**config.mk**
```make
export PLATFORM = sky130hd
export DESIGN_NAME = wpt_break_unit
export DESIGN_NICKNAME = d
export VERILOG_FILES = /design/src/rtl/wpt_pkg.sv /design/src/rtl/wpt_cfg_regs.sv /design/src/rtl/wpt_match.sv /design/src/rtl/wpt_pulse.sv /design/src/rtl/wpt_break_unit.sv
export SDC_FILE = /design/constraint.sdc
export NUM_CORES = 1
export LEC_CHECK = 0
export BUFFER_PORTS_ARGS = -buffer_cell sky130_fd_sc_hd__buf_2
export CAP_MARGIN = 20
export CORE_ASPECT_RATIO = 1.25
export CORE_MARGIN = 8
export CORE_UTILIZATION = 35
export CTS_CLUSTER_SIZE = 10
export DETAILED_ROUTE_END_ITERATION = 12
export SLEW_MARGIN = 15
export SYNTH_ARGS = -nofsm -noshare
export SYNTH_HDL_FRONTEND = slang
export SYNTH_HIERARCHICAL = 1
export SYNTH_SLANG_ARGS = --single-unit
```
**constraint.sdc**
```tcl
create_clock -name clk -period 1.3 [get_ports clk]
set_clock_uncertainty 0.1 [all_clocks]
set_input_delay 0.065 -clock clk [delete_from_list [all_inputs] [get_ports clk]]
set_output_delay 0.065 -clock clk [all_outputs]
set_load 0.05 [all_outputs]
```
**src/rtl/wpt_pkg.sv**
```systemverilog
package wpt_pkg;

  // Register selects on the configuration port
  typedef enum logic [1:0] {
    SEL_CTRL = 2'd0,
    SEL_ADLO = 2'd1,
    SEL_WDAT = 2'd2,
    SEL_NONE = 2'd3
  } wpt_sel_e;

  // Bit positions inside the control byte
  localparam int CTRL_WR_BIT = 7;
  localparam int CTRL_RD_BIT = 6;
  localparam int CTRL_DM_BIT = 5;
  localparam int CTRL_RSV_BIT = 4;
  localparam int CTRL_HI_W = 4;

endpackage

```
**src/rtl/wpt_cfg_regs.sv**
```systemverilog
module wpt_cfg_regs #(
  parameter int ADDR_W = 12,
  parameter int DATA_W = 8,
  parameter int LO_W   = 8
) (
  input  logic              clk,
  input  logic              rst_n,
  input  logic              rd_prot,
  input  logic              we,
  input  logic [1:0]        wsel,
  input  logic [DATA_W-1:0] wdata,
  input  logic [1:0]        rsel,
  output logic [DATA_W-1:0] rdata,
  output logic              en_wr,
  output logic              en_rd,
  output logic              en_dm,
  output logic [ADDR_W-1:0] watch_addr,
  output logic [DATA_W-1:0] watch_data
);
  import wpt_pkg::*;

  localparam int HI_W = ADDR_W - LO_W;

  logic              en_wr_q, en_rd_q, en_dm_q;
  logic [HI_W-1:0]   hi_q;
  logic [LO_W-1:0]   lo_q;
  logic [DATA_W-1:0] wd_q;
  logic              wr_ctrl, wr_lo, wr_wd;

  // An enable bit survives a control write only without read protect
  function automatic logic gate_enable(input logic req, input logic prot);
    return req & ~prot;
  endfunction

  // Control byte as seen on the read port, reserved bit forced low
  function automatic logic [7:0] pack_ctrl(input logic w, input logic r,
                                           input logic d,
                                           input logic [CTRL_HI_W-1:0] hi);
    logic [7:0] v;
    v = '0;
    v[CTRL_WR_BIT] = w;
    v[CTRL_RD_BIT] = r;
    v[CTRL_DM_BIT] = d;
    v[CTRL_RSV_BIT] = 1'b0;
    v[CTRL_HI_W-1:0] = hi;
    return v;
  endfunction

  assign wr_ctrl = we && (wpt_sel_e'(wsel) == SEL_CTRL);
  assign wr_lo   = we && (wpt_sel_e'(wsel) == SEL_ADLO);
  assign wr_wd   = we && (wpt_sel_e'(wsel) == SEL_WDAT);

  always_ff @(posedge clk or negedge rst_n) begin
    if (!rst_n) begin
      en_wr_q <= 1'b0;
      en_rd_q <= 1'b0;
      en_dm_q <= 1'b0;
      hi_q    <= '0;
    end else if (wr_ctrl) begin
      en_wr_q <= gate_enable(wdata[CTRL_WR_BIT], rd_prot);
      en_rd_q <= gate_enable(wdata[CTRL_RD_BIT], rd_prot);
      en_dm_q <= gate_enable(wdata[CTRL_DM_BIT], rd_prot);
      hi_q    <= wdata[HI_W-1:0];
    end else if (rd_prot) begin
      en_wr_q <= 1'b0;
      en_rd_q <= 1'b0;
      en_dm_q <= 1'b0;
    end
  end

  always_ff @(posedge clk or negedge rst_n) begin
    if (!rst_n) begin
      lo_q <= '0;
    end else if (wr_lo) begin
      lo_q <= wdata[LO_W-1:0];
    end
  end

  always_ff @(posedge clk or negedge rst_n) begin
    if (!rst_n) begin
      wd_q <= '0;
    end else if (wr_wd) begin
      wd_q <= wdata;
    end
  end

  always_comb begin
    unique case (wpt_sel_e'(rsel))
      SEL_CTRL: rdata = DATA_W'(pack_ctrl(en_wr_q, en_rd_q, en_dm_q,
                                          CTRL_HI_W'(hi_q)));
      SEL_ADLO: rdata = DATA_W'(lo_q);
      SEL_WDAT: rdata = wd_q;
      default:  rdata = '0;
    endcase
  end

  assign en_wr      = en_wr_q;
  assign en_rd      = en_rd_q;
  assign en_dm      = en_dm_q;
  assign watch_addr = {hi_q, lo_q};
  assign watch_data = wd_q;

endmodule

```
**src/rtl/wpt_match.sv**
```systemverilog
module wpt_match #(
  parameter int ADDR_W = 12,
  parameter int DATA_W = 8
) (
  input  logic [ADDR_W-1:0] acc_addr,
  input  logic              acc_rd,
  input  logic              acc_wr,
  input  logic [DATA_W-1:0] acc_data,
  input  logic [ADDR_W-1:0] watch_addr,
  input  logic [DATA_W-1:0] watch_data,
  input  logic              en_wr,
  input  logic              en_rd,
  input  logic              en_dm,
  output logic              addr_hit,
  output logic              data_ok,
  output logic              rd_hit,
  output logic              wr_hit,
  output logic              hit
);

  function automatic logic addr_equal(input logic [ADDR_W-1:0] a,
                                      input logic [ADDR_W-1:0] b);
    return (a ^ b) == '0;
  endfunction

  function automatic logic data_qualifies(input logic dm,
                                          input logic [DATA_W-1:0] seen,
                                          input logic [DATA_W-1:0] want);
    return !dm || (seen == want);
  endfunction

  assign addr_hit = addr_equal(acc_addr, watch_addr);
  assign data_ok  = data_qualifies(en_dm, acc_data, watch_data);
  assign rd_hit   = acc_rd && en_rd && addr_hit && data_ok;
  assign wr_hit   = acc_wr && en_wr && addr_hit && data_ok;
  assign hit      = rd_hit || wr_hit;

endmodule

```
**src/rtl/wpt_pulse.sv**
```systemverilog
module wpt_pulse (
  input  logic clk,
  input  logic rst_n,
  input  logic hit,
  output logic brk
);

  logic brk_q;

  always_ff @(posedge clk or negedge rst_n) begin
    if (!rst_n) brk_q <= 1'b0;
    else        brk_q <= hit;
  end

  assign brk = brk_q;

endmodule

```
**src/rtl/wpt_break_unit.sv**
```systemverilog
module wpt_break_unit #(
  parameter int ADDR_W = 12,
  parameter int DATA_W = 8,
  parameter int LO_W   = 8
) (
  input  logic              clk,
  input  logic              rst_n,
  input  logic              rd_prot,
  input  logic              cfg_we,
  input  logic [1:0]        cfg_wsel,
  input  logic [DATA_W-1:0] cfg_wdata,
  input  logic [1:0]        cfg_rsel,
  output logic [DATA_W-1:0] cfg_rdata,
  input  logic [ADDR_W-1:0] acc_addr,
  input  logic              acc_rd,
  input  logic              acc_wr,
  input  logic [DATA_W-1:0] acc_data,
  output logic              brk_req
);

  logic              en_wr, en_rd, en_dm;
  logic [ADDR_W-1:0] watch_addr;
  logic [DATA_W-1:0] watch_data;
  logic              addr_hit, data_ok, rd_hit, wr_hit, hit;

  wpt_cfg_regs #(.ADDR_W(ADDR_W), .DATA_W(DATA_W), .LO_W(LO_W)) u_regs (
    .clk(clk), .rst_n(rst_n), .rd_prot(rd_prot),
    .we(cfg_we), .wsel(cfg_wsel), .wdata(cfg_wdata),
    .rsel(cfg_rsel), .rdata(cfg_rdata),
    .en_wr(en_wr), .en_rd(en_rd), .en_dm(en_dm),
    .watch_addr(watch_addr), .watch_data(watch_data)
  );

  wpt_match #(.ADDR_W(ADDR_W), .DATA_W(DATA_W)) u_match (
    .acc_addr(acc_addr), .acc_rd(acc_rd), .acc_wr(acc_wr),
    .acc_data(acc_data), .watch_addr(watch_addr), .watch_data(watch_data),
    .en_wr(en_wr), .en_rd(en_rd), .en_dm(en_dm),
    .addr_hit(addr_hit), .data_ok(data_ok),
    .rd_hit(rd_hit), .wr_hit(wr_hit), .hit(hit)
  );

  wpt_pulse u_pulse (
    .clk(clk), .rst_n(rst_n), .hit(hit), .brk(brk_req)
  );

endmodule

```
======== After elaboration in Yosys (flattened, before gate mapping) ========
Index checks and enable logic that the tools add are counted.
cells by class
  equal/unequal tests ..................... 5
  reductions and logical operators ........ 16
  multiplexer cells ....................... 5
  bitwise operators ....................... 5
operators by type and width
  operator                                                         number
  8-bit one-hot mux with 3 select lines                            1
  12-bit zero test                                                 1
  12-bit XOR                                                       1
  1-bit logical AND                                                9
  8-bit == test                                                    1
  2-bit by 1-bit == test with 1-bit output, second input constant  2
  2-bit == test, second input constant                             2
  2-bit zero test                                                  2
  1-bit 2-to-1 mux                                                 4
  1-bit bitwise AND                                                3
  1-bit logical OR                                                 2
  2-bit nonzero test                                               1
  1-bit zero test                                                  1
  1-bit inverter                                                   1
word-level totals
  bits of input ports ..................... 38
  output and inout port bits .............. 9
  bits in registers ....................... 24
  logic and storage cells ................. 38

======== Logic depth before layout (Yosys ltp) ========
Gate-level depths: netlist (run 1).
  word-level depth ........................ 5
  gate-level depth with buffers ........... 4
  depth with buffers taken out ............ 4

======== Cells and area by module ========
Netlist (run 1), hierarchy kept.
by module, submodules not included
  module        seq. area each (µm²)  area an instance (µm²)  times used  cells an instance
  wpt_cfg_regs  575.6                 1,073.5                 1           75
  wpt_match     0.0                   260.2                   1           34
  wpt_pulse     25.0                  25.0                    1           1

======== Least setup slack after synthesis (run 1) ========
Ideal clock, no wire load.
  path kind ............................... reg-to-reg
  start ................................... reg u_regs.hi_q[1]
  end ..................................... reg u_pulse.brk_q, in the netlist u_pulse/brk
  data required time ...................... 1,089 ps
  slack ................................... -94 ps
  arrival ................................. 1,182 ps
  period minus slack after synthesis ...... 1,394 ps
  library setup time ...................... 111 ps
  stages on the path, launching flop included .. 5
  buffers on the path ..................... 0
  path through ............................ dfrtp_1 -> xor2_1 -> nor4_1 -> nand2_1 -> a2111oi_2
on the way
  cells in the longest elaborated chain, start to end .. 5
  elaborated cells on any way between the ends .. 7
  those cells by class .................... 1 x bitwise; 6 x reduce/logical
RTL lines
  what                                                      RTL line                          RTL
  start, declared                                           wpt_cfg_regs.sv:25                logic [HI_W-1:0] hi_q;
  start signal, assigned                                    wpt_cfg_regs.sv:63                hi_q <= wdata[HI_W-1:0];
  12-bit XOR *                                              wpt_match.sv:23                   return (a ^ b) == '0;
  12-bit zero test *                                        wpt_match.sv:23
  1-bit logical AND, on equally long branches (2 in a row)  wpt_match.sv:34, wpt_match.sv:35
  1-bit logical OR *                                        wpt_match.sv:36                   assign hit = rd_hit || wr_hit;
  via hit                                                   wpt_break_unit.sv:24              logic addr_hit, data_ok, rd_hit, wr_hit, hit;
  end signal, assigned                                      wpt_pulse.sv:12                   else brk_q <= hit;
  end, declared                                             wpt_pulse.sv:8                    logic brk_q;
The timed path passes the listed nets; every way through them passes the cells marked *.
A chain may end at the register's enable or synchronous reset.

======== Worst setup path in the final report (run 1) ========
  start ................................... reg u_regs.hi_q[2]
  end ..................................... reg u_pulse.brk_q, in the netlist u_pulse/brk
Same word-level chain as after synthesis.

==> results.toml, run 1 <==
[cts]
cts_tree = "done"
insertion_delay_ns = 0.26
numCtsBuffers = 3
cts.path.max_buffers = 2
clockRootBuffer = "clkbuf_8"
h-tree-depth = 1
clkSlewWorstSetupHoldPaths_ns = 0.08
clock_sinks = 24

[finish]
final_cells = 225
nets = 225
antenna_cells = 0
drive_gt1_share_pct = 58.9
syn2layout_area_growth_pct = 57.6
final_cell_area_mm2 = 0.00211

[die]
fp.dieH_um = 85.1
die-area_mm2 = 0.00607
die_w_um = 71.3
start_util_pct = 36.0
num_rows = 25
core-area_mm2 = 0.00372
ios = 47

[global_routing]
antenna_found_initial = 0
first_global_vias = 1284
grtUsageTotal_pct = 12.7
overflow = 0
grt_pass1_wl_mm = 6.08
grt_max_degree = 25

[worst_hold_path]
whs_path_depth = 3
whs_endpoint = "u_regs/en_dm"
hp-class = "primary input to register"
hp-start = "rd_prot"

[drt]
drtAntennaViolNets = 0
wl_per_cell_um = 16.9
drc = 0
post_drt_via_cell_ratio = 5.00
routed_wl_mm = 3.80
first_pass_iters = 3
via_count = 1125
drtIter0Drc = 38

[pwr]
switching_share_pct = 32.7
peakVddDrop_uv = 582
p_per_area_mw_per_mm2 = 1140
seqPwrFrac_pct = 40.6
p_switching_uw = 788
leakagePower_nw = 0.960
p_clk_share_pct = 17.8
p_comb_share_pct = 41.6
p_int_mw = 1.62

[timing]
worst_slack_ns = -0.186
slew_headroom_pct = 63.1
grt_setup_unrepaired = "yes"
setup_violations = 7
slew_viol_final = 0
fmax_ghz = 0.673
period_minus_slack_ns = 1.49
worstMarginPinSlew_ns = 0.553
hold_violations = 0
finalCritPeriodShare_pct = 114

[worst_setup_path]
required_ns = 1.35
critPathLaunchType = "register"
worstPathArrival_ns = 1.53
r2r_cells = 4
r2r-start = "u_regs/hi_q[2]"
r2r_end = "u_pulse/brk"
ff2ff_setup_slack_ns = -0.19
worstSetupPathType = "register to register"
critPathMaxFanout = 2
endpoint_kind = "register"

[yosys]
yosysWarnings = 6
synthesis.nets = 144
syn-instance-count = 106
synth_area_mm2 = 0.00134
syn_avg_cell_area_um2 = 12.6

[placement]
gp_congestion = 0.807
hpwl_mm = 2.99
placed_cells = 210
place_area_mm2 = 0.00179
numPortBuffers = 46
pre_cts_slack_ns = -0.163

[run]
drv_cap = 0

[run_status]
failed_checks = "negative setup slack"
status = "complete, but fails checks"
==> final cells by class <==
type                    instances  area, µm²
repair buffers                 79        593
fillers                       325       1610
clock buffers                   3       41.3
well taps                      40       50.0
multi-input cells              79        825
flip-flops and latches         24        601
==> power groups by stage <==
stage,logic [mW],clock network (mW),registers (mW)
final,1.00,0.430,0.978
after global routing,1.06,0.478,0.992
after CTS,0.937,0.443,0.971
after detailed placement,0.821,0,0.977
after global placement,0.803,0,0.968
after floorplan,0.465,0,0.973
==> worst max path at each step <==
stage / startpoint / to / cells past startpoint
finish: u_regs/hi_q[2] / u_pulse/brk / 4
global route: u_regs/hi_q[1] / u_pulse/brk / 4
detailed placement: u_regs/watch_data[6] / u_pulse/brk / 4
global placement: u_regs/lo_q[5] / u_pulse/brk / 4
floorplan: u_regs/watch_data[7] / cfg_rdata[7] / 2
CTS: u_regs/watch_data[6] / u_pulse/brk / 4
==> stage by stage <==
step | total power, mW | TNS, ns | hold WS, ns | utilization (%)
global route | 2.53 | -0.829 | 0.0482 | 56.7
detailed placement | 1.80 | -0.163 | -0.0222 | 48.2
global placement | 1.77 | -0.193 | -0.0214 | 48.2
CTS | 2.35 | -0.529 | 0.0179 | 54.6
finish | 2.41 | -0.463 | 0.0166 | 56.7
floorplan | 1.44 | -0.228 | -0.331 | -
==> worst max-delay path: stages (launching register included) <==
cell       delay, ns
dfrtp_1         0.41
xor2_1          0.15
nor4_1          0.32
nand2_1         0.11
a2111oi_2       0.29
==> layout by cell type (no fill, tap or decap) <==
cell type	instances
dlygate4sd3_1	11
nand2_1	3
buf_6	16
a21boi_1	1
dfrtp_1	24
nand2b_1	6
nand3b_2	2
buf_8	1
nand4_1	1
a2111oi_2	1
clkbuf_8	3
nor2b_1	1
nand2_4	1
xor2_1	16
o2bb2ai_1	1
nor3b_4	1
o2bb2ai_4	1
xnor2_1	4
mux2i_4	1
buf_2	38
nor4_2	2
mux2i_2	3
buf_4	13
mux2i_1	6
o2bb2ai_2	6
mux2_2	20
nor4_1	2
==> registers in the layout, summed over array words and instances, names as in the netlist <==
signal,count
u_regs/en_rd,1
u_regs/en_wr,1
u_regs/hi_q,4
u_regs/en_dm,1
u_regs/watch_data,8
u_pulse/brk,1
u_regs/lo_q,8
==> layer usage <==
| layer | track usage, % | part of all wire [%] |
|---|---|---|
| met1 | 14.6 | 42 |
| met2 | 22.1 | 53 |
| met3 | 3.07 | 4.9 |
| met4 | 3.98 | 0.50 |
| met5 | 0 | 0 |
==> timing repair <==
action                     CTS  global route
hold buffers                11             0
setup endpoints to repair    9             9
pin swaps                    7             9
hold endpoints to repair    48             0
resized for setup           25            14
setup buffers                0             2
(Power assumes the default switching activity.)
==> run 2: changes to the inputs <==
ABC_AREA = 1   (was unset)
==> run 2 against run 1 <==
Via count up 18%; synthesized cell count up 76%; flip-flop and latch count unchanged; sequential share of layout area up 2.0 points; the flow now finishes without violations; worst setup slack better by 0.23 ns; largest cell class unchanged; combinational power down 31%; die area up 9.6%.
==> results.toml, run 2 <==
[run_status]
status = "complete, no violations"

[cts]
numCtsBuffers = 3
cts_tree = "done"
insertion_delay_ns = 0.26
clockRootBuffer = "clkbuf_8"
h-tree-depth = 1
clock_sinks = 24
cts.path.max_buffers = 2
clkSlewWorstSetupHoldPaths_ns = 0.09

[yosys]
synthesis.nets = 225
syn_avg_cell_area_um2 = 8.03
syn-instance-count = 187
yosysWarnings = 6
synth_area_mm2 = 0.00150

[drt]
drtIter0Drc = 51
drtAntennaViolNets = 0
via_count = 1323
wl_per_cell_um = 12.0
drc = 0
post_drt_via_cell_ratio = 4.37
routed_wl_mm = 3.63
first_pass_iters = 5

[placement]
numPortBuffers = 46
placed_cells = 291
gp_congestion = 0.710
place_area_mm2 = 0.00181
hpwl_mm = 2.93

[finish]
syn2layout_area_growth_pct = 31.4
antenna_cells = 0
final_common_cell = "nand2_1"
nets = 286
final_cell_area_mm2 = 0.00197
drive_gt1_share_pct = 36.4
final_cells = 303
final_cell_mix = "69 x nand2_1, 40 x buf_2, 24 x dfrtp_1"

[die]
num_rows = 26
die-area_mm2 = 0.00665
core-area_mm2 = 0.00410
ios = 47
die_w_um = 74.6
fp.dieH_um = 89.2
start_util_pct = 36.6

[global_routing]
antenna_found_initial = 0
grt_max_degree = 25
overflow = 0
grt_pass1_wl_mm = 6.25
grtUsageTotal_pct = 12.0
first_global_vias = 1391

[worst_hold_path]
hp-class = "primary input to register"

[worst_setup_path]
cpPeakStageDelay_ns = 0.39
required_ns = 1.13
worstSetupPathType = "register to output port"
cpMaxStageDelayCell = "dfrtp_1"
crit_buf_inv = 2
critPathLaunchType = "register"
path_delay_family = "flip-flops"
critPathMaxFanout = 2
endpoint_kind = "output port"
path_cells = "buf_4 > nand2_1 > nand3_1 > buf_6"
worstPathArrival_ns = 1.09

[run]
drv_cap = 0

[pwr]
peakVddDrop_uv = 424
p_per_area_mw_per_mm2 = 1160
power.total_mw = 2.28
leakagePower_nw = 1.03

[timing]
period_minus_slack_ns = 1.25
slew_headroom_pct = 65.3
slew_viol_final = 0
hold_violations = 0
worstMarginPinSlew_ns = 0.521
fin_tns_setup_ns = 0
setup_violations = 0
finalCritPeriodShare_pct = 96.3
grt_setup_unrepaired = "yes"
fmax_ghz = 0.799
[run 2: timing repair]
item / in CTS / in global routing
gates resized for setup: 1 / 8
endpoints found under the hold margin: 28 / 0
setup endpoints to repair: 1 / 7
hold buffers: 5 / 0
buffers inserted: 0 / 3
pin swaps: 0 / 4
[run 2: routing by layer]
layer / routed length (µm) / part of all wire (%) / global-route usage, %
met5: 0 / 0 / 0
met4: 25 / 0.69 / 3.21
met3: 191 / 5.3 / 2.92
met2: 1980 / 54 / 21.2
met1: 1430 / 40 / 14.0
[run 2: path summary, 6_finish.rpt]
| path | start | end | slack [ns] | depth (start not counted) |
|---|---|---|---|---|
| worst max-delay path | u_regs/watch_data[7] | cfg_rdata[7] | 0.05 | 4 |
| worst min-delay path | cfg_wdata[1] | u_regs/hi_q[1] | 0.006 | 3 |
| worst max register to register | u_regs/lo_q[5] | u_pulse/brk | 0.05 | 7 |
| worst min register to register | u_regs/lo_q[0] | u_regs/lo_q[0] | 0.43 | 2 |
| max in group asynchronous | rst_n | u_regs/lo_q[7] | 0.54 | 2 |
| min in group asynchronous | rst_n | u_regs/hi_q[3] | 0.20 | 2 |
[run 2: report_power, final]
group / switching [mW] / total, mW / leakage [nW] / internal, mW
Sequential: 0.0989 / 0.947 / 0.305 / 0.848
Clock: 0.231 / 0.642 / 0.0357 / 0.411
Combinational: 0.387 / 0.691 / 0.692 / 0.304
[run 2: stage by stage]
step / utilization, % / setup slack, ns / hold WS (ns)
after floorplan: - / 0.177 / -0.331
after global placement: 44.0 / 0.0342 / -0.0148
after detailed placement: 44.0 / 0.0219 / -0.0179
after CTS: 47.1 / 0.00472 / 0.00317
after global routing: 48.1 / -0.0411 / 0.00650
final: 48.1 / 0.0478 / 0.00572
[run 2: worst min-delay path, stage by stage]
cell and delay, ns:
buf_2 0.07, inv_1 0.07, o21ai_2 0.13
[run 2: final cells by class]
cell class | count | area, µm²
Inverter | 23 | 86.3
Timing Repair Buffer | 59 | 359
Clock buffer | 3 | 41.3
Tap cell | 56 | 70.1
Sequential cell | 24 | 601
Fill cell | 451 | 2130
Multi-Input combinational cell | 137 | 786
Clock inverter | 1 | 30.0
==> run 3: changes to the inputs <==
--- a/config.mk
+++ b/config.mk
@@ -14,4 +14,5 @@
 export CTS_CLUSTER_SIZE = 10
 export DETAILED_ROUTE_END_ITERATION = 12
+export SETUP_SLACK_MARGIN = 0.4
 export SLEW_MARGIN = 15
 export SYNTH_ARGS = -nofsm -noshare
==> constraint.sdc (replaced) <==
create_clock -name clk -period 1.3 [get_ports clk]
set_clock_uncertainty 0.1 [all_clocks]
set_input_delay 0.13 -clock clk [delete_from_list [all_inputs] [get_ports clk]]
set_output_delay 0.13 -clock clk [all_outputs]
set_load 0.05 [all_outputs]
==> run 3 against run 2 <==
Sequential share of layout area down 4.5 points; non-clock buffer count up 9; wire length up 7.7%; flip-flop and latch count unchanged; critical path depth unchanged; critical path type unchanged; sequential power up 1%; worst setup slack worse by 0.068 ns; the run now ends with negative setup slack left; worst hold slack better by 0.023 ns; utilization up 8.4 points.
==> results.toml, run 3 (synthesized netlist as in run 2, its figures left out) <==
[finish]
multiInputGateArea_um2 = 971
final_cell_area_mm2 = 0.00232
nets = 295
final_cell_mix = "45 x nand2_1, 36 x buf_2, 24 x nand2_2, 24 x dfrtp_1, 23 x inv_1"
area.sequential_um2 = 601
fill_cells = 392
utilization_pct = 56.5
final_cells = 312
drive_gt1_share_pct = 54.3
final_common_cell = "nand2_1"
syn2layout_area_growth_pct = 54.2
antenna_cells = 0

[placement]
placed_cells = 296
place_area_mm2 = 0.00194
gp_congestion = 0.741
hpwl_mm = 3.01
numPortBuffers = 46

[drt]
drc = 0
wl_per_cell_um = 12.5
first_pass_iters = 4
drtIter0Drc = 38
routed_wl_mm = 3.91
post_drt_via_cell_ratio = 4.38
drtAntennaViolNets = 0
via_count = 1366

[cts]
clock_sinks = 24
cts.path.max_buffers = 2
clockRootBuffer = "clkbuf_8"
insertion_delay_ns = 0.26
cts_tree = "done"
h-tree-depth = 1
numCtsBuffers = 3
clkSlewWorstSetupHoldPaths_ns = 0.08

[pwr]
leakagePower_nw = 1.20
peakVddDrop_uv = 426
p_per_area_mw_per_mm2 = 1100

[global_routing]
grt_pass1_wl_mm = 6.60
overflow = 0
first_global_vias = 1480
grt_max_degree = 25
antenna_found_initial = 0
grtUsageTotal_pct = 12.8

[worst_setup_path]
endpoint_kind = "output port"
worstSetupPathType = "register to output port"
critPathMaxFanout = 2
critPathLaunchType = "register"
required_ns = 1.07
worstPathArrival_ns = 1.09

[die]
die_w_um = 74.6
die-area_mm2 = 0.00665
num_rows = 26
core-area_mm2 = 0.00410
ios = 47
fp.dieH_um = 89.2
start_util_pct = 36.6

[timing]
hold_violations = 0
setup_violations = 2
worst_hold_slack_ns = 0.0288
worst_slack_ns = -0.0206
slew_viol_final = 0
worstMarginPinSlew_ns = 0.331
finalCritPeriodShare_pct = 102
period_minus_slack_ns = 1.32
slew_headroom_pct = 77.9
grt_setup_unrepaired = "yes"
fin_tns_setup_ns = -0.0300
fmax_ghz = 0.757

[worst_hold_path]
hp-class = "primary input to register"

[run]
drv_cap = 0

[run_status]
failed_checks = "negative setup slack"
status = "complete, but fails checks"
run 3: final timing paths:
kind                                     start              endpoint  slack (ns)  cells after the start
worst max-delay path            u_regs/lo_q[6]          cfg_rdata[6]       -0.02                      4
worst min-delay path              cfg_wdata[6]          u_regs/en_rd        0.03                      3
worst max register to register  u_regs/lo_q[6]           u_pulse/brk        0.01                     10
worst min register to register    u_regs/en_rd          u_regs/en_rd        0.43                      2
max in group asynchronous                rst_n        u_regs/hi_q[3]        0.63                      2
min in group asynchronous                rst_n  u_regs/watch_data[7]        0.22                      2
run 3: stage by stage:
stage               power (mW)  worst slack, ns
finish                    2.56          -0.0206
global route              2.71           -0.112
CTS                       2.49          -0.0181
global placement          1.67           0.0740
floorplan                 1.45            0.196
detailed placement        1.67           0.0437
run 3: final cells by class:
type	instances	share of cell area (%)
Inverter	23	3.73
Tap cell	56	3.03
Clock buffer	3	1.78
Sequential cell	24	25.9
Timing Repair Buffer	68	22.3
Multi-Input combinational cell	137	41.9
Clock inverter	1	1.30
run 3: power by group:
part,internal (mW),switching (mW),leakage [nW]
sequential,0.848,0.109,0.305
combinational,0.473,0.476,0.856
clock,0.411,0.238,0.0357
total,1.73,0.823,1.20
run 3: repair_timing:
action | 4_1_cts | 5_1_grt
pin swaps | 12 | 4
resized for setup | 46 | 20
setup endpoints to repair | 10 | 43
hold endpoints to repair | 24 | 0
hold buffers | 1 | 0
setup buffers | 6 | 5
run 3: metal layers:
metal	GRT usage, %	wire (µm)	share of wire (%)	vias up
li1	-	-	-	721
met1	15.0	1630	42	620
met2	22.6	2090	53	23
met3	1.91	157	4.0	2
met4	5.00	29	0.74	0
met5	0	0	0	-
run 3: worst max-delay path, stage by stage (launching register included):
cell and delay, ns:
dfrtp_1 0.38, buf_4 0.15, nand2_4 0.06, nand3_4 0.07, buf_8 0.15
